--- config.mk ---
export PLATFORM = sky130hd
export DESIGN_NAME = i2c_unstick
export DESIGN_NICKNAME = d
export VERILOG_FILES = /design/src/rtl/ubs_pkg.sv /design/src/rtl/ubs_sync.sv /design/src/rtl/ubs_timer.sv /design/src/rtl/ubs_fsm.sv /design/src/rtl/i2c_unstick.sv
export SDC_FILE = /design/constraint.sdc
export NUM_CORES = 1
export LEC_CHECK = 0
export BUFFER_PORTS_ARGS = -buffer_cell sky130_fd_sc_hd__buf_2
export CAP_MARGIN = 40
export CORE_UTILIZATION = 60
export CTS_CLUSTER_DIAMETER = 40
export DETAILED_ROUTE_END_ITERATION = 10
export PLACE_DENSITY = 0.85
export SYNTH_ARGS = -nofsm -noshare
export SYNTH_HDL_FRONTEND = slang
export SYNTH_SLANG_ARGS = --single-unit
export TNS_END_PERCENT = 10
--- constraint.sdc ---
create_clock -name clk -period 3.8 [get_ports clk]
set_input_delay 0.19 -clock clk [delete_from_list [all_inputs] [get_ports clk]]
set_output_delay 0.19 -clock clk [all_outputs]
set_load 0.005 [all_outputs]
--- src/rtl/ubs_pkg.sv ---
package ubs_pkg;
   typedef enum logic [3:0] {
      ST_IDLE,
      ST_POLL,
      ST_POLL_GAP,
      ST_RELEASE,
      ST_CHECK,
      ST_PULSE_LO,
      ST_PULSE_HI,
      ST_START,
      ST_STOP,
      ST_UNRESET,
      ST_DONE
   } ubs_state_e;

   function automatic int max3(input int a, input int b, input int c);
      int m;
      m = (a > b) ? a : b;
      return (m > c) ? m : c;
   endfunction
endpackage

--- src/rtl/ubs_sync.sv ---
module ubs_sync #(
   parameter int WIDTH  = 2,
   parameter int STAGES = 2
) (
   input  logic             clk,
   input  logic             rst_n,
   input  logic [WIDTH-1:0] async_i,
   output logic [WIDTH-1:0] sync_o
);
   generate
      if (STAGES < 2) begin : g_bad_stages
         $error("ubs_sync needs at least two stages");
      end
   endgenerate

   genvar b;
   generate
      for (b = 0; b < WIDTH; b++) begin : g_bit
         logic [STAGES-1:0] chain;
         always_ff @(posedge clk or negedge rst_n) begin
            if (!rst_n) chain <= '1;
            else        chain <= {chain[STAGES-2:0], async_i[b]};
         end
         assign sync_o[b] = chain[STAGES-1];
      end
   endgenerate
endmodule

--- src/rtl/ubs_timer.sv ---
module ubs_timer #(
   parameter int TW = 8
) (
   input  logic          clk,
   input  logic          rst_n,
   input  logic          load_i,
   input  logic [TW-1:0] val_i,
   output logic          zero_o
);
   logic [TW-1:0] cnt;

   always_ff @(posedge clk or negedge rst_n) begin
      if (!rst_n)           cnt <= '0;
      else if (load_i)      cnt <= val_i;
      else if (cnt != '0)   cnt <= cnt - 1'b1;
   end

   assign zero_o = (cnt == '0);

   assert_count_down_R5: assert property (@(posedge clk) disable iff (!rst_n)
      (!load_i && !zero_o) |=> (cnt == $past(cnt) - 1'b1));
   assert_load_R5: assert property (@(posedge clk) disable iff (!rst_n)
      load_i |=> (cnt == $past(val_i)));
endmodule

--- src/rtl/ubs_fsm.sv ---
module ubs_fsm
   import ubs_pkg::*;
#(
   parameter int POLL_LIMIT   = 10,
   parameter int POLL_GAP_CYC = 100000,
   parameter int HALF_CYC     = 20000,
   parameter int LONG_CYC     = 200000,
   parameter int PULSE_LIMIT  = 10,
   parameter int TW           = 18
) (
   input  logic          clk,
   input  logic          rst_n,
   input  logic          start_i,
   input  logic          pend_i,
   input  logic          scl_s_i,
   input  logic          sda_s_i,
   input  logic          tmr_zero_i,
   output logic          tmr_load_o,
   output logic [TW-1:0] tmr_val_o,
   output logic          busy_o,
   output logic          done_o,
   output logic          fail_o,
   output logic          scl_oe_o,
   output logic          sda_oe_o,
   output logic          srst_o
);
   localparam int PCW = $clog2(POLL_LIMIT + 1);
   localparam int QCW = $clog2(PULSE_LIMIT + 1);

   ubs_state_e     state, nxt;
   logic [PCW-1:0] poll_cnt;
   logic [QCW-1:0] pulse_cnt;
   logic           fail_q;
   logic           lines_free;
   logic           last_poll;
   logic           pulse_cap;

   assign lines_free = scl_s_i & sda_s_i;
   assign last_poll  = (poll_cnt == PCW'(POLL_LIMIT - 1));
   assign pulse_cap  = (pulse_cnt == QCW'(PULSE_LIMIT));

   function automatic logic [TW-1:0] dur_of(input ubs_state_e s);
      case (s)
         ST_POLL_GAP:                         return TW'(POLL_GAP_CYC - 1);
         ST_RELEASE, ST_PULSE_LO, ST_PULSE_HI: return TW'(HALF_CYC - 1);
         ST_START, ST_STOP, ST_UNRESET:        return TW'(LONG_CYC - 1);
         default:                              return '0;
      endcase
   endfunction

   always_comb begin
      nxt = state;
      case (state)
         ST_IDLE:     if (start_i) nxt = ST_POLL;
         ST_POLL:     nxt = (!pend_i || last_poll) ? ST_RELEASE : ST_POLL_GAP;
         ST_POLL_GAP: if (tmr_zero_i) nxt = ST_POLL;
         ST_RELEASE:  if (tmr_zero_i) nxt = ST_CHECK;
         ST_CHECK: begin
            if (lines_free || pulse_cap) nxt = ST_START;
            else                         nxt = ST_PULSE_LO;
         end
         ST_PULSE_LO: if (tmr_zero_i) nxt = ST_PULSE_HI;
         ST_PULSE_HI: if (tmr_zero_i) nxt = ST_CHECK;
         ST_START:    if (tmr_zero_i) nxt = ST_STOP;
         ST_STOP:     if (tmr_zero_i) nxt = ST_UNRESET;
         ST_UNRESET:  if (tmr_zero_i) nxt = ST_DONE;
         ST_DONE:     nxt = ST_IDLE;
         default:     nxt = ST_IDLE;
      endcase
   end

   assign tmr_load_o = (nxt != state);
   assign tmr_val_o  = dur_of(nxt);

   always_ff @(posedge clk or negedge rst_n) begin
      if (!rst_n) begin
         state     <= ST_IDLE;
         poll_cnt  <= '0;
         pulse_cnt <= '0;
         fail_q    <= 1'b0;
      end else begin
         state <= nxt;
         if (state == ST_IDLE && start_i) begin
            poll_cnt  <= '0;
            pulse_cnt <= '0;
            fail_q    <= 1'b0;
         end
         if (state == ST_POLL) poll_cnt <= poll_cnt + 1'b1;
         if (state == ST_CHECK && nxt == ST_PULSE_LO) pulse_cnt <= pulse_cnt + 1'b1;
         if (state == ST_CHECK && !lines_free && pulse_cap) fail_q <= 1'b1;
      end
   end

   assign busy_o   = (state != ST_IDLE) && (state != ST_DONE);
   assign done_o   = (state == ST_DONE);
   assign fail_o   = (state == ST_DONE) && fail_q;
   assign scl_oe_o = (state == ST_PULSE_LO);
   assign sda_oe_o = (state == ST_START);
   assign srst_o   = (state == ST_RELEASE) || (state == ST_CHECK) ||
                     (state == ST_PULSE_LO) || (state == ST_PULSE_HI) ||
                     (state == ST_START) || (state == ST_STOP);

   assert_poll_cap_R3: assert property (@(posedge clk) disable iff (!rst_n)
      poll_cnt <= PCW'(POLL_LIMIT));
   assert_srst_entry_R3: assert property (@(posedge clk) disable iff (!rst_n)
      $rose(srst_o) |-> ($past(state) == ST_POLL));
   assert_lines_guarded_R4: assert property (@(posedge clk) disable iff (!rst_n)
      (scl_oe_o || sda_oe_o) |-> srst_o);
   assert_pulse_cap_R6: assert property (@(posedge clk) disable iff (!rst_n)
      pulse_cnt <= QCW'(PULSE_LIMIT));
   assert_start_shape_R7: assert property (@(posedge clk) disable iff (!rst_n)
      sda_oe_o |-> !scl_oe_o);
   assert_done_single_R8: assert property (@(posedge clk) disable iff (!rst_n)
      done_o |=> !done_o);
   assert_fail_with_done_R8: assert property (@(posedge clk) disable iff (!rst_n)
      fail_o |-> done_o);
   assert_busy_done_R2: assert property (@(posedge clk) disable iff (!rst_n)
      done_o |-> !busy_o);
   assert_ignore_start_R2: assert property (@(posedge clk) disable iff (!rst_n)
      (busy_o && start_i) |=> (busy_o || done_o));
endmodule

--- src/rtl/i2c_unstick.sv ---
module i2c_unstick
   import ubs_pkg::*;
#(
   parameter int POLL_LIMIT   = 10,
   parameter int POLL_GAP_CYC = 100000,
   parameter int HALF_CYC     = 20000,
   parameter int LONG_CYC     = 200000,
   parameter int PULSE_LIMIT  = 10,
   parameter int SYNC_STAGES  = 2
) (
   input  logic clk,
   input  logic rst_n,
   input  logic start_i,
   input  logic xfer_pend_i,
   input  logic scl_i,
   input  logic sda_i,
   output logic busy_o,
   output logic done_o,
   output logic fail_o,
   output logic scl_oe_o,
   output logic sda_oe_o,
   output logic ctrl_srst_o
);
   localparam int DMAX = max3(POLL_GAP_CYC, HALF_CYC, LONG_CYC);
   localparam int TW   = (DMAX < 2) ? 1 : $clog2(DMAX);

   generate
      if (POLL_LIMIT < 1)   begin : g_bad_poll  $error("POLL_LIMIT must be at least 1"); end
      if (PULSE_LIMIT < 1)  begin : g_bad_pulse $error("PULSE_LIMIT must be at least 1"); end
      if (POLL_GAP_CYC < 1) begin : g_bad_gap   $error("POLL_GAP_CYC must be at least 1"); end
      if (LONG_CYC < 1)     begin : g_bad_long  $error("LONG_CYC must be at least 1"); end
      if (HALF_CYC < SYNC_STAGES + 1) begin : g_bad_half
         $error("HALF_CYC must cover the synchroniser latency");
      end
   endgenerate

   logic [1:0]    lines_s;
   logic          tmr_load, tmr_zero;
   logic [TW-1:0] tmr_val;

   ubs_sync #(.WIDTH(2), .STAGES(SYNC_STAGES)) u_sync (
      .clk     (clk),
      .rst_n   (rst_n),
      .async_i ({scl_i, sda_i}),
      .sync_o  (lines_s)
   );

   ubs_timer #(.TW(TW)) u_timer (
      .clk    (clk),
      .rst_n  (rst_n),
      .load_i (tmr_load),
      .val_i  (tmr_val),
      .zero_o (tmr_zero)
   );

   ubs_fsm #(
      .POLL_LIMIT   (POLL_LIMIT),
      .POLL_GAP_CYC (POLL_GAP_CYC),
      .HALF_CYC     (HALF_CYC),
      .LONG_CYC     (LONG_CYC),
      .PULSE_LIMIT  (PULSE_LIMIT),
      .TW           (TW)
   ) u_fsm (
      .clk        (clk),
      .rst_n      (rst_n),
      .start_i    (start_i),
      .pend_i     (xfer_pend_i),
      .scl_s_i    (lines_s[1]),
      .sda_s_i    (lines_s[0]),
      .tmr_zero_i (tmr_zero),
      .tmr_load_o (tmr_load),
      .tmr_val_o  (tmr_val),
      .busy_o     (busy_o),
      .done_o     (done_o),
      .fail_o     (fail_o),
      .scl_oe_o   (scl_oe_o),
      .sda_oe_o   (sda_oe_o),
      .srst_o     (ctrl_srst_o)
   );

   assert_reset_quiet_R1: assert property (@(posedge clk) disable iff (!rst_n)
      !busy_o |-> (!scl_oe_o && !sda_oe_o && !ctrl_srst_o));
endmodule

==> load_flow_metrics.sql <==
INSERT INTO impl_metrics (metric_group, metric, value, unit) VALUES
('logic_synthesis', 'main_flop_type_after_synthesis', 'dfrtp_1', ''),
('floorplanning', 'num_io_pins', '12', ''),
('logic_synthesis', 'synth_area', '0.00217', 'mm^2'),
('critical_path', 'criticalPathCategory', 'reg -> reg', ''),
('critical_path', 'critPathMaxFanout', '16', ''),
('critical_path', 'rr_worst_depth', '9', ''),
('logic_synthesis', 'parity_gate_share_of_the_synthesized_area_counting_xor_and_xnor_cells', '5.65', '%'),
('logic_synthesis', 'yosys_top_cell_by_area', 'dfrtp_1', ''),
('critical_path', 'r2r_end', 'u_timer.cnt[17]$_DFFE_PN0P_', ''),
('logic_synthesis', 'synth.avg_cell_area', '9.27', 'um^2'),
('cells_and_area', 'diode_insertion_count_for_antenna_repair', '0', ''),
('global_routing', 'grt_pass1_wl', '8.39', 'mm'),
('cells_and_area', 'area.growth.synth_to_final', '7.44', '%'),
('logic_synthesis', 'synth_enable_flop_cells', '0', ''),
('logic_synthesis', 'ys_seq_area_share', '40.6', '%'),
('critical_path', 'timing.critical_path.from', 'u_timer.cnt[0]$_DFFE_PN0P_', ''),
('sta', 'skew', '0.0186', 'ns'),
('route', 'drt-wirelength-per-cell', '16.0', 'um'),
('logic_synthesis', 'synth.mux.area_fraction', '0.980', '%'),
('clocking', 'cts_tree', 'yes', ''),
('sta', 'hold_worst_slack', '0.135', 'ns'),
('route', 'ant_nets', '0', ''),
('global_routing', 'grt.total_usage', '27.9', '%'),
('placement', 'hpwl', '3.29', 'mm'),
('floorplanning', 'placementRows', '21', ''),
('cells_and_area', 'final-seq-area', '881', 'um^2'),
('sta', 'timing.final.crit_share', '77.3', '%'),
('worst_hold_path', 'worstHoldPathType', 'in -> reg', ''),
('sta', 'min_period', '2.94', 'ns'),
('sta', 'drv_slew', '0', ''),
('critical_path', 'worst_r2r_startpoint', 'u_timer.cnt[0]$_DFFE_PN0P_', ''),
('clocking', 'cts_resized', '0', ''),
('critical_path', 'reg2reg_slack', '0.86', 'ns'),
('clocking', 'cts_root_buffer', 'clkbuf_4', ''),
('clocking', 'clkTransAtPathRegs', '0.11', 'ns'),
('critical_path', 'worst_setup_path_end_kind', 'flip-flop', ''),
('clocking', 'cts-buffers-inserted', '5', ''),
('sta', 'setup-violations-final', '0', ''),
('route', 'dr_total_vias', '1823', ''),
('logic_synthesis', 'ys_async_sr_fraction', '100', '%'),
('logic_synthesis', 'post_synth_most_frequent_cells', 'dfrtp_1 (31), nand2_1 (21), nor2_1 (15), o21ai_0 (14), nand3_1 (13)', ''),
('global_routing', 'grt_overflow', '0', ''),
('logic_synthesis', 'post-synth-top-area-fraction', '35.8', '%'),
('clocking', 'cts.sinks', '35', ''),
('status', 'status', 'completed', ''),
('floorplanning', 'die_height', '62.1', 'um'),
('floorplanning', 'dieWidth', '62.1', 'um'),
('route', 'wl', '4.70', 'mm'),
('route', 'vias_per_cell', '6.22', ''),
('global_routing', 'pin_count_of_the_biggest_net_entering_global_routing', '36', ''),
('critical_path', 'critical_path_required', '4.03', 'ns'),
('clocking', 'clk_latency', '0.36', 'ns'),
('pwr', 'power_per_cell_area', '482', 'mW/mm^2'),
('pwr', 'max-vdd-ir-drop', '0.000353', 'V'),
('global_routing', 'antenna_found_initial', '0', ''),
('floorplanning', 'die_area', '0.00386', 'mm^2'),
('placement', 'placer_congestion', '0.920', ''),
('route', 'drc', '0', ''),
('cells_and_area', 'fin_nets', '257', ''),
('logic_synthesis', 'synth_top_family_by_area', 'simple AND/OR/NAND/NOR gates', ''),
('logic_synthesis', 'synth-compound-area-share', '18.9', '%'),
('clocking', 'htreeDepth', '2', ''),
('sta', 'grt_setup_unrepaired', 'false', ''),
('job', 'maxCapViolations', '0', ''),
('sta', 'worstMarginPinSlew', '0.791', 'ns'),
('floorplanning', 'start_util', '64.0', '%'),
('global_routing', 'grt_pass1_vias', '1814', ''),
('floorplanning', 'core_area', '0.00339', 'mm^2'),
('sta', 'maxClockFrequency', '0.341', 'GHz'),
('pwr', 'p_leak', '0.941', 'nW'),
('cells_and_area', 'multi_input_area', '0.00121', 'mm^2');
## power breakdown
group	total (mW)	switching (mW)	leakage [nW]	internal, mW
logic	0.301	0.155	0.492	0.146
clock network	0.238	0.129	0.0386	0.109
registers	0.585	0.123	0.410	0.462
total	1.12	0.407	0.941	0.717
## logic make-up after synthesis
| kind of cell | after synthesis |
|---|---|
| and+or+nand+nor | 100 |
| AOI/OAI and AO/OA | 61 |
| DFF | 35 |
| buffers and inverters | 17 |
| xor gates and xnor gates | 14 |
| adders and majority gates | 5 |
| muxes | 2 |
## per-layer routing
layer | vias to the layer above | share of wire (%) | GRT usage (%)
met3 | 14 | 5.2 | 5.70
met4 | 0 | 2.4 | 15.1
li1 | 873 | - | -
met5 | - | 0 | 0
met2 | 49 | 48 | 42.2
met1 | 887 | 45 | 37.8
## stage by stage
step | util [%] | power [mW] | instance area, um^2 | instances | setup slack (ns)
floorplan | - | 0.806 | 2170 | 234 | 1.43
global placement | 65.9 | 0.868 | 2230 | 282 | 1.02
detailed placement | 65.9 | 0.886 | 2230 | 282 | 0.939
CTS | 68.8 | 1.13 | 2330 | 293 | 0.904
global route | 68.8 | 1.20 | 2330 | 293 | 0.581
finish | 68.8 | 1.12 | 2330 | 293 | 0.864
## what timing repair did
item / in CTS / in global routing
buffers inserted: 0 / 0
endpoints found under the hold margin: 33 / 0
hold buffers: 3 / 0
## flip-flops by register name, indices dropped and copies added (netlist names)
register,cells
u_timer.cnt,18
u_sync.g_bit.chain,4
u_fsm.pulse_cnt,4
u_fsm.poll_cnt,4
u_fsm.fail_q,1
u_fsm.state,4
## worst min path at each step
stage                                              end  slack (ns)     from  cells after the start
floorplan                     u_fsm.fail_q$_DFFE_PN0P_       -0.11    rst_n                      0
global placement    u_sync.g_bit[0].chain[0]$_DFF_PN1_        0.29    sda_i                      1
detailed placement  u_sync.g_bit[1].chain[0]$_DFF_PN1_        0.30    scl_i                      1
CTS                           u_fsm.fail_q$_DFFE_PN0P_        0.13  start_i                      3
global route                  u_fsm.fail_q$_DFFE_PN0P_        0.16  start_i                      3
finish                        u_fsm.fail_q$_DFFE_PN0P_        0.14  start_i                      3
## final cells by class
type                            count  share of cell area (%)
Inverter                            8                    1.29
Tap cell                           46                    2.47
Timing Repair Buffer               14                    3.65
Sequential cell                    35                    37.8
Clock buffer                        8                    2.95
Multi-Input combinational cell    182                    51.9
## layout by cell type, fill, tap and decap left out, drive strengths merged, types with 2 or more instances in the layout
master and n:
and3b 2, o211ai 4, o31a 4, and2 5
nor2 15, clkbuf 8, nand2 22, nor4b 2
dlygate4sd3 3, nand2b 6, a21o 2, nor4 7
a211oi 3, inv 8, xor2 2, or3 2
dfstp 4, nand3 13, ha 5, nor3 14
nand4 2, a21oi 12, o22ai 4, o21ai 22
nor2b 5, buf 11, xnor2 12, nor3b 2
dfrtp 31, o31ai 2
## worst max-delay path, cell delays in order, from the launching register on
cell	delay, ns
dfrtp_1	0.41
inv_1	0.10
ha_1	0.18
nor3b_4	0.28
nand3_1	0.28
nor2_1	0.44
nor3_1	0.16
o22ai_4	0.39
nand2b_1	0.40
o22ai_1	0.16
No activity file was read; power rests on OpenSTA's default activity.
